### src/rtl/sink_cap_pkg.sv
package sink_cap_pkg;

  localparam logic [7:0] REV_V10  = 8'h10;
  localparam logic [7:0] REV_V11  = 8'h11;
  localparam logic [7:0] RATE_LOW = 8'h06;
  localparam logic [7:0] RATE_HIGH = 8'h0A;

  typedef enum logic [2:0] {
    RSN_NONE  = 3'd0,
    RSN_READ  = 3'd1,
    RSN_REV   = 3'd2,
    RSN_RATE  = 3'd3,
    RSN_LANES = 3'd4,
    RSN_EDID  = 3'd5
  } reason_t;

  // control -> datapath
  typedef struct packed {
    logic    clearBuf;
    logic    collect;
    logic    commit;
    reason_t verdict;
  } strobe_t;

  // datapath -> control
  typedef struct packed {
    logic countOk;
    logic revBad;
    logic rateBad;
    logic laneBad;
  } flags_t;

endpackage

### src/rtl/sink_cap_ctrl.sv
module sink_cap_ctrl
  import sink_cap_pkg::*;
#(
  parameter int MAX_TRIES = 5
) (
  input  logic    clk,
  input  logic    rstN,
  input  logic    startReq,
  input  logic    edidPreloaded,
  input  logic    rspDone,
  input  logic    rspFail,
  input  logic    edidDone,
  input  logic    edidOk,
  input  flags_t  flags,
  output strobe_t strobes,
  output logic    burstReq,
  output logic    edidReq,
  output logic    busy
);

  localparam int TRY_W = $clog2(MAX_TRIES + 1);
  localparam logic [TRY_W-1:0] LAST_TRY = TRY_W'(MAX_TRIES - 1);

  typedef enum logic [2:0] {
    ST_IDLE, ST_REQ, ST_WAIT, ST_CHECK, ST_EREQ, ST_EWAIT, ST_FINISH
  } state_t;

  state_t state;
  logic [TRY_W-1:0] tryCnt;
  reason_t verdictQ;

  always_ff @(posedge clk) begin
    if (!rstN) begin
      state    <= ST_IDLE;
      tryCnt   <= '0;
      verdictQ <= RSN_NONE;
    end else begin
      unique case (state)
        ST_IDLE: begin
          if (startReq) begin
            tryCnt   <= '0;
            verdictQ <= RSN_NONE;
            state    <= ST_REQ;
          end
        end
        ST_REQ: state <= ST_WAIT;
        ST_WAIT: begin
          if (rspDone) begin
            if (rspFail || !flags.countOk) begin
              if (tryCnt == LAST_TRY) begin
                verdictQ <= RSN_READ;
                state    <= ST_FINISH;
              end else begin
                tryCnt <= tryCnt + 1'b1;
                state  <= ST_REQ;
              end
            end else begin
              state <= ST_CHECK;
            end
          end
        end
        ST_CHECK: begin
          if (flags.revBad) begin
            verdictQ <= RSN_REV;
            state    <= ST_FINISH;
          end else if (flags.rateBad) begin
            verdictQ <= RSN_RATE;
            state    <= ST_FINISH;
          end else if (flags.laneBad) begin
            verdictQ <= RSN_LANES;
            state    <= ST_FINISH;
          end else if (edidPreloaded) begin
            state <= ST_FINISH;
          end else begin
            state <= ST_EREQ;
          end
        end
        ST_EREQ: state <= ST_EWAIT;
        ST_EWAIT: begin
          if (edidDone) begin
            verdictQ <= edidOk ? RSN_NONE : RSN_EDID;
            state    <= ST_FINISH;
          end
        end
        ST_FINISH: state <= ST_IDLE;
        default: state <= ST_IDLE;
      endcase
    end
  end

  always_comb begin
    strobes.clearBuf = (state == ST_REQ);
    strobes.collect  = (state == ST_WAIT);
    strobes.commit   = (state == ST_FINISH);
    strobes.verdict  = verdictQ;
  end

  assign burstReq = (state == ST_REQ);
  assign edidReq  = (state == ST_EREQ);
  assign busy     = (state != ST_IDLE);

endmodule

### src/rtl/sink_cap_dpath.sv
module sink_cap_dpath
  import sink_cap_pkg::*;
#(
  parameter int BURST_LEN = 12
) (
  input  logic       clk,
  input  logic       rstN,
  input  strobe_t    strobes,
  input  logic       rspValid,
  input  logic [7:0] rspData,
  output flags_t     flags,
  output logic       doneOut,
  output logic       passOut,
  output logic [2:0] reasonCode,
  output logic [7:0] capRev,
  output logic [7:0] capRate,
  output logic [4:0] capLanes,
  output logic       capEnhFrame
);

  localparam int CNT_W = $clog2(BURST_LEN + 1);
  localparam logic [CNT_W-1:0] FULL_CNT = CNT_W'(BURST_LEN);

  logic [7:0] capBuf [BURST_LEN];
  logic [CNT_W-1:0] byteCnt;
  logic overrun;

  // byte counter with overrun detection
  always_ff @(posedge clk) begin
    if (!rstN || strobes.clearBuf) begin
      byteCnt <= '0;
      overrun <= 1'b0;
    end else if (strobes.collect && rspValid) begin
      if (byteCnt == FULL_CNT) overrun <= 1'b1;
      else                     byteCnt <= byteCnt + 1'b1;
    end
  end

  for (genvar i = 0; i < BURST_LEN; i++) begin : g_cap
    always_ff @(posedge clk) begin
      if (!rstN || strobes.clearBuf) begin
        capBuf[i] <= '0;
      end else if (strobes.collect && rspValid && byteCnt == CNT_W'(i)) begin
        capBuf[i] <= rspData;
      end
    end
  end

  // field decode
  logic [7:0] revByte, rateByte, laneByte, laneVal;
  logic       isV11, enhCap;

  always_comb begin
    revByte  = capBuf[0];
    rateByte = capBuf[1];
    laneByte = capBuf[2];
    isV11    = (revByte == REV_V11);
    laneVal  = isV11 ? {3'b000, laneByte[4:0]} : laneByte;
    enhCap   = isV11 & laneByte[7];
    flags.countOk = (byteCnt == FULL_CNT) && !overrun;
    flags.revBad  = !((revByte == REV_V10) || isV11);
    flags.rateBad = !((rateByte == RATE_LOW) || (rateByte == RATE_HIGH));
    flags.laneBad = !((laneVal == 8'd1) || (laneVal == 8'd2) || (laneVal == 8'd4));
  end

  // result registers
  logic acceptNow;
  assign acceptNow = (strobes.verdict == RSN_NONE);

  always_ff @(posedge clk) begin
    if (!rstN) begin
      doneOut     <= 1'b0;
      passOut     <= 1'b0;
      reasonCode  <= '0;
      capRev      <= '0;
      capRate     <= '0;
      capLanes    <= '0;
      capEnhFrame <= 1'b0;
    end else begin
      doneOut <= strobes.commit;
      if (strobes.commit) begin
        passOut    <= acceptNow;
        reasonCode <= strobes.verdict;
        if (acceptNow) begin
          capRev      <= revByte;
          capRate     <= rateByte;
          capLanes    <= laneVal[4:0];
          capEnhFrame <= enhCap;
        end else begin
          capRev      <= '0;
          capRate     <= '0;
          capLanes    <= '0;
          capEnhFrame <= 1'b0;
        end
      end
    end
  end

endmodule

### src/rtl/sink_cap_reader.sv
module sink_cap_reader
  import sink_cap_pkg::*;
#(
  parameter int BURST_LEN = 12,
  parameter int MAX_TRIES = 5
) (
  input  logic       clk,
  input  logic       rstN,
  input  logic       startReq,
  input  logic       edidPreloaded,
  output logic       burstReq,
  output logic [7:0] burstAddr,
  output logic [7:0] burstLen,
  input  logic       rspValid,
  input  logic [7:0] rspData,
  input  logic       rspDone,
  input  logic       rspFail,
  output logic       edidReq,
  input  logic       edidDone,
  input  logic       edidOk,
  output logic       busyOut,
  output logic       doneOut,
  output logic       passOut,
  output logic [2:0] reasonCode,
  output logic [7:0] capRev,
  output logic [7:0] capRate,
  output logic [4:0] capLanes,
  output logic       capEnhFrame
);

  strobe_t strobes;
  flags_t  flags;

  assign burstAddr = 8'h00;
  assign burstLen  = 8'(BURST_LEN);

  sink_cap_ctrl #(.MAX_TRIES(MAX_TRIES)) i_ctrl (
    .clk(clk), .rstN(rstN), .startReq(startReq), .edidPreloaded(edidPreloaded),
    .rspDone(rspDone), .rspFail(rspFail), .edidDone(edidDone), .edidOk(edidOk),
    .flags(flags), .strobes(strobes), .burstReq(burstReq), .edidReq(edidReq),
    .busy(busyOut)
  );

  sink_cap_dpath #(.BURST_LEN(BURST_LEN)) i_dpath (
    .clk(clk), .rstN(rstN), .strobes(strobes), .rspValid(rspValid),
    .rspData(rspData), .flags(flags), .doneOut(doneOut), .passOut(passOut),
    .reasonCode(reasonCode), .capRev(capRev), .capRate(capRate),
    .capLanes(capLanes), .capEnhFrame(capEnhFrame)
  );

endmodule

### config.mk
export PLATFORM = sky130hd
export DESIGN_NAME = sink_cap_reader
export DESIGN_NICKNAME = d
export VERILOG_FILES = /design/src/rtl/sink_cap_pkg.sv /design/src/rtl/sink_cap_ctrl.sv /design/src/rtl/sink_cap_dpath.sv /design/src/rtl/sink_cap_reader.sv
export SDC_FILE = /design/constraint.sdc
export NUM_CORES = 1
export LEC_CHECK = 0
export BUFFER_PORTS_ARGS = -buffer_cell sky130_fd_sc_hd__buf_2
export CORE_MARGIN = 3
export CORE_UTILIZATION = 59
export DETAILED_ROUTE_END_ITERATION = 10
export GPL_TIMING_DRIVEN = 0
export PLACE_DENSITY = 0.86
export SLEW_MARGIN = 20
export SYNTH_ARGS = -nofsm -noshare
export SYNTH_HDL_FRONTEND = slang
export SYNTH_HIERARCHICAL = 1
export SYNTH_SLANG_ARGS = --single-unit
### constraint.sdc
create_clock -name clk -period 6.3 [get_ports clk]
set_input_delay 1.26 -clock clk [delete_from_list [all_inputs] [get_ports clk]]
set_output_delay 1.26 -clock clk [all_outputs]
set_load 0.05 [all_outputs]
==> results of run 1 <==
-- registers in the layout, indices dropped and copies added, names as in the netlist --
name                 cells
i_ctrl/state             3
i_ctrl/tryCnt            3
i_ctrl/verdictQ          3
i_dpath/byteCnt          4
i_dpath/capBuf          24
i_dpath/capEnhFrame      1
i_dpath/capLanes         5
i_dpath/capRate          8
i_dpath/capRev           8
i_dpath/doneOut          1
i_dpath/overrun          1
i_dpath/passOut          1
i_dpath/reasonCode       3
-- worst register-to-register path, delay by kind of cell (launching register included) --
kind / cells / cell delay [ns]
flip-flops: 1 / 0.43
AND/OR/NAND/NOR: 4 / 1.65
AO/OA/AOI/OAI: 1 / 0.30
multiplexers: 1 / 0.22
-- metal layers --
metal / share of wire [%] / global-route usage (%) / wire length (um)
met2: 48 / 37.7 / 3310
met4: 2.8 / 12.4 / 190
met1: 41 / 29.4 / 2840
met3: 7.4 / 5.28 / 510
met5: 0 / 0 / 0
-- where the power goes --
group / internal, mW / leakage, nW / switching [mW]
combinational: 0.0913 / 0.843 / 0.164
sequential: 0.480 / 0.588 / 0.0307
clock: 0.247 / 0.118 / 0.164
-- layout make-up --
class                   instances  area (um2)  share of cell area, %
plain buffers                  31         205                   5.54
clock buffers                  10         149                   4.02
clock inverters                 6        87.6                   2.36
inverters                       6        22.5                  0.608
multi-input cells             233        1390                   37.4
flip-flops and latches         65        1540                   41.6
well taps                      67        83.8                   2.26
repair buffers                 46         230                   6.21
-- kinds of logic after synthesis --
family | after synthesis | share of synthesized area [%]
AND/OR/NAND/NOR | 146 | 26.8
buffers and inverters | 37 | 7.34
XOR/XNOR | 2 | 0.565
multiplexers | 5 | 1.61
other | 2 | 0.242
adder cells (fa/ha/maj) | 6 | 2.42
AO/OA/AOI/OAI | 58 | 11.3
flip-flops | 65 | 49.7
-- worst max path at each step --
stage	startpoint	endpoint	slack, ns	cells past startpoint
4_1_cts	i_ctrl/state[2]	burstReq	3.53	4
2_1_floorplan	i_ctrl/state[2]	edidReq	3.67	3
3_5_place_dp	rspValid	i_dpath/capBuf[0][16]	3.52	4
5_1_grt	i_ctrl/state[2]	edidReq	3.47	4
3_3_place_gp	rspValid	i_dpath/capBuf[0][8]	3.52	4
6_report	i_ctrl/state[2]	burstReq	3.55	4
-- metrics by stage --
stage	power, mW	util (%)
after floorplan	0.710	-
after global placement	0.761	70.6
after detailed placement	0.771	70.6
after CTS	1.18	75.5
after global routing	1.22	75.5
final	1.18	75.5
-- synthesized netlist by cell type, types with 2 or more instances --
library cell and n:
a21oi_1 31, a41oi_1 3, and2_1 4, and3_1 2, buf_1 3, buf_2 2
buf_4 17, buf_6 3, clkbuf_1 6, conb_1 2, dfxtp_1 41, edfxtp_1 24
ha_1 6, inv_1 6, mux2i_1 5, nand2_1 22, nand2b_1 4, nand3_1 5
nand3b_1 3, nand4_1 2, nand4b_1 2, nor2_1 31, nor2b_1 51, nor3_1 3
o21a_1 2, o21ai_0 9, o32ai_1 3, or3_1 3, xor2_1 2
-- placed cells by master, fill, tap and decap left out, types with 2 or more instances in the layout --
cell type	instances
clkbuf_1	6
o21a_1	2
nand2b_1	4
buf_6	3
conb_1	16
inv_1	6
bufinv_16	2
buf_1	3
o21ai_0	9
or3_1	3
nand3_1	5
a41oi_1	3
nor3_1	3
edfxtp_1	24
nand2_1	22
dfxtp_1	41
nand3b_1	3
nand4_1	2
a21oi_1	31
mux2i_1	5
clkbuf_8	9
buf_4	17
and3_1	2
ha_1	6
o32ai_1	3
nand4b_1	2
xor2_1	2
and2_1	4
nor2_1	31
nor2b_1	51
buf_2	48
==> results.toml, run 1 <==
[logic_synthesis]
synth_cell_type_count = 53
synthFlopType = "dfxtp_1"
synth_area_leaders = "dfxtp_1 26%, edfxtp_1 23%, nor2b_1 10%, a21oi_1 5.0%, buf_4 4.1%"
yosys.area.top_type_share_pct = 26.5
synthArstFlopShare_pct = 0
ys_seq_elements = 65
synthCells = 321
syn_area_mm2 = 0.00310
synth_edf_count = 24
yosys.area.top_type = "dfxtp_1"
yosysSeqAreaShare_pct = 49.7
yosysWarnings = 6
synth_area_per_cell_um2 = 9.67

[route]
wl_per_cell_um = 14.8
wl_mm = 6.86
drcViolationCount = 0
firstDrtPassIters = 5
drt_iter0_markers = 172
ant_nets = 0
via_per_inst = 5.46
vias = 2532

[clocking]
clkTransAtPathRegs_ns = 0.07
clkLatencyLatePin_ns = 0.34
cts_tree = "built"
hold_buffers = 0
clkSinkCount = 65
cts_root_buf = "clkbuf_8"
clockBufferDepth = 2
cts_setup_buffers = 0
cts_buffers = 9
h-tree-depth = 3
cts_resized = 0

[final_layout]
syn_to_final_growth_pct = 19.4
stdcell_count = 464
final_area_mm2 = 0.00371
drive_gt1_share_pct = 23.2
num-fill-cells = 362
finish.net_count = 415
n_antenna_cell = 0

[sta]
hold_viol = 0
worst_pin_slew_ns = 0.524
fin_worst_skew_ns = 0.00882
setup_viol = 0
setup_tns_ns = 0
rsz0062_at_grt = "false"
relSlewSlack_pct = 65.0
max_freq_mhz = 363
finalWorstSetupSlack_ns = 3.55
period_share_pct = 43.7
finalCriticalPeriod_ns = 2.75
drv_slew = 0
whs_ns = 0.496

[worst_setup_path]
r2r_cells = 6
ff2ff_setup_slack_ns = 3.64
critPathRequiredTime_ns = 5.04
slowest_stage = "dfxtp_1"
cp-end-kind = "primary output"
path_delay_family = "buffers and inverters"
slowest_delay_ns = 0.33
worstPathCellList = "buf_6, and2b_1, nor2b_1, buf_2"
startpoint_type = "flop"
rr_startpoint = "i_dpath/capBuf[0][1]"
worst-setup-path-type = "reg2out"
cp.arrival_ns = 1.49
r2r-end = "i_ctrl/verdictQ[0]"
worstPathMaxFanout = 10
worst-path-buf-inv = 2

[power]
vdd.ir_drop.worst_uv = 160
p_leak_nw = 1.55
p_per_area_mw_per_mm2 = 317

[job]
drv_cap = 0

[global_route]
grt_max_degree = 13
grt_pass1_wl_mm = 11.1
antenna_found_initial = 0
grt_overflow_total = 0
grt_pass1_vias = 2351
grt_use_total_pct = 23.5

[floorplanning]
io_pins = 63
die_x_um = 78.5
core_area_mm2 = 0.00491
fp-row-count = 25
initial_utilization_pct = 63.2
dieArea_mm2 = 0.00617
die_h_um = 78.5

[run_status]
status = "complete, no violations"

[placement]
place.gp.congestion = 0.933
dp.cells = 448
post-place-ws_ns = 3.52
dp_hpwl_mm = 5.03
dpl-instance-area_mm2 = 0.00347
port_buffers = 46

[worst_hold_path]
hp-start = "i_dpath/overrun"
hp-class = "reg2reg"
min_path_cells = 2
hold_end = "i_dpath/overrun"
(Power assumes the default switching activity.)
==> run 2, diff against run 1 <==
Settings changed: CORE_UTILIZATION 59 to 49, PLACE_DENSITY 0.86 to 0.76.
Clock period 6.3 ns to 2.45 ns, I/O delays scaled along.
==> run 2 against run 1 <==
  * The run now ends with negative setup slack left
  * Highest routed layer unchanged
  * Cell area up 0.24%
  * Total power up 140%
  * Critical endpoint is now i_ctrl/verdictQ[2]
  * Wire length down 5.0%
  * Combinational power rose to 2.6 times the previous value
  * Die area up 19%
==> results.toml, run 2 (same netlist as run 1, synthesis figures left out) <==
[run_status]
status = "finished with violations"
violations = "negative setup slack"

[final_layout]
top_register = "i_dpath/capBuf"
mostFrequentLayoutCells = "51 x nor2b_1, 48 x buf_2, 41 x dfxtp_1, 31 x nor2_1, 31 x a21oi_1"
reg_top3 = "i_dpath/capBuf: 24 flops, i_dpath/capRate: 8 flops, i_dpath/capRev: 8 flops"
largest_reg_flops = 24
n_antenna_cell = 0
final_common_cell = "nor2b_1"
drive_gt1_share_pct = 24.4
syn_to_final_growth_pct = 19.7
finish.net_count = 420

[route]
drcViolationCount = 0
firstDrtPassIters = 4
ant_nets = 0
via_per_inst = 5.17
wl_per_cell_um = 13.7
vias = 2460
drt_iter0_markers = 103
wl_mm = 6.51

[worst_setup_path]
worstPathCellList = "or4_4, or4b_4, or3_4, nand4b_1, a311o_1, mux2i_1"
slowest_delay_ns = 0.55
slowest_stage = "or4_4"
worstPathMaxFanout = 3
cp-end-kind = "flop"
critPathRequiredTime_ns = 2.71
cp.arrival_ns = 2.72
cp-startpoint = "i_dpath/capBuf[0][2]"
ff2ff_setup_slack_ns = -0.01
startpoint_type = "flop"
worst-setup-path-type = "reg2reg"
rr_startpoint = "i_dpath/capBuf[0][2]"

[clocking]
h-tree-depth = 3
clkLatencyLatePin_ns = 0.33
cts_root_buf = "clkbuf_8"
clockBufferDepth = 2
clkTransAtPathRegs_ns = 0.06
cts_tree = "built"
clkSinkCount = 65
cts_buffers = 9

[sta]
relSlewSlack_pct = 65.0
finalWorstSetupSlack_ns = -0.0117
setup_viol = 2
finalCriticalPeriod_ns = 2.46
fin_worst_skew_ns = 0.00811
drv_slew = 0
hold_viol = 0
max_freq_mhz = 406
setup_tns_ns = -0.0214
worst_pin_slew_ns = 0.524
whs_ns = 0.500
rsz0062_at_grt = "true"
period_share_pct = 100

[floorplanning]
die_x_um = 85.6
initial_utilization_pct = 51.5
core_area_mm2 = 0.00603
fp-row-count = 28
io_pins = 63
dieArea_mm2 = 0.00732
die_h_um = 85.6

[job]
drv_cap = 0

[global_route]
grt_use_total_pct = 18.3
antenna_found_initial = 0
grt_max_degree = 11
grt_pass1_wl_mm = 10.5
grt_overflow_total = 0
grt_pass1_vias = 2232

[placement]
dp_hpwl_mm = 4.83
post-place-ws_ns = -0.139
port_buffers = 46
place.gp.congestion = 0.922

[worst_hold_path]
hp-class = "in2reg"
hp-start = "edidOk"

[power]
p_leak_nw = 1.56
p_per_area_mw_per_mm2 = 761
vdd.ir_drop.worst_uv = 371
## run 2: worst paths after layout
| path | endpoint | cells past startpoint |
|---|---|---|
| worst max register to register | i_ctrl/verdictQ[2] | 6 |
| worst max-delay path | i_ctrl/verdictQ[2] | 6 |
| worst min-delay path | i_ctrl/verdictQ[2] | 4 |
| worst min register to register | i_ctrl/verdictQ[0] | 2 |
## run 2: metal layers
| metal | wire (um) | up-vias | track usage [%] |
|---|---|---|---|
| met4 | 58 | 0 | 5.04 |
| met5 | 0 | - | 0 |
| li1 | - | 1226 | - |
| met2 | 3020 | 85 | 28.7 |
| met3 | 423 | 6 | 6.34 |
| met1 | 3010 | 1143 | 24.3 |
## run 2: what timing repair did
action | 4_1_cts | 5_1_grt
hold buffers | 0 | 0
pin swaps | 5 | 3
endpoints found under the setup margin | 4 | 23
setup buffers | 4 | 1
gates resized for setup | 1 | 4
## run 2: through the flow
stage	instance area, um2	utilization [%]	total power, mW	instances
2_1_floorplan	3160	-	1.83	335
3_3_place_gp	3480	57.7	1.96	456
3_5_place_dp	3480	57.7	1.98	456
4_1_cts	3700	61.5	2.85	475
5_1_grt	3710	61.6	2.97	476
6_report	3710	61.6	2.83	476
## run 2: final cells by class
class / instances / area (um2)
fill: 543 / 2310
sequential: 65 / 1540
multi-input combinational: 233 / 1390
timing repair buffer: 51 / 268
buffer: 31 / 208
clock buffer: 13 / 180
tap: 75 / 93.8
inverter: 6 / 22.5
clock inverter: 2 / 10.0
## run 2: power breakdown
group	switching, mW	internal [mW]	total [mW]
sequential	0.0748	1.24	1.31
clock	0.368	0.475	0.844
combinational	0.420	0.252	0.672
## run 2: worst max-delay path, delay by kind of cell (launching register included)
family | cells | cell delay (ns)
AND/OR/NAND/NOR | 4 | 1.51
flip-flops | 1 | 0.39
AO/OA/AOI/OAI | 1 | 0.30
multiplexers | 1 | 0.20
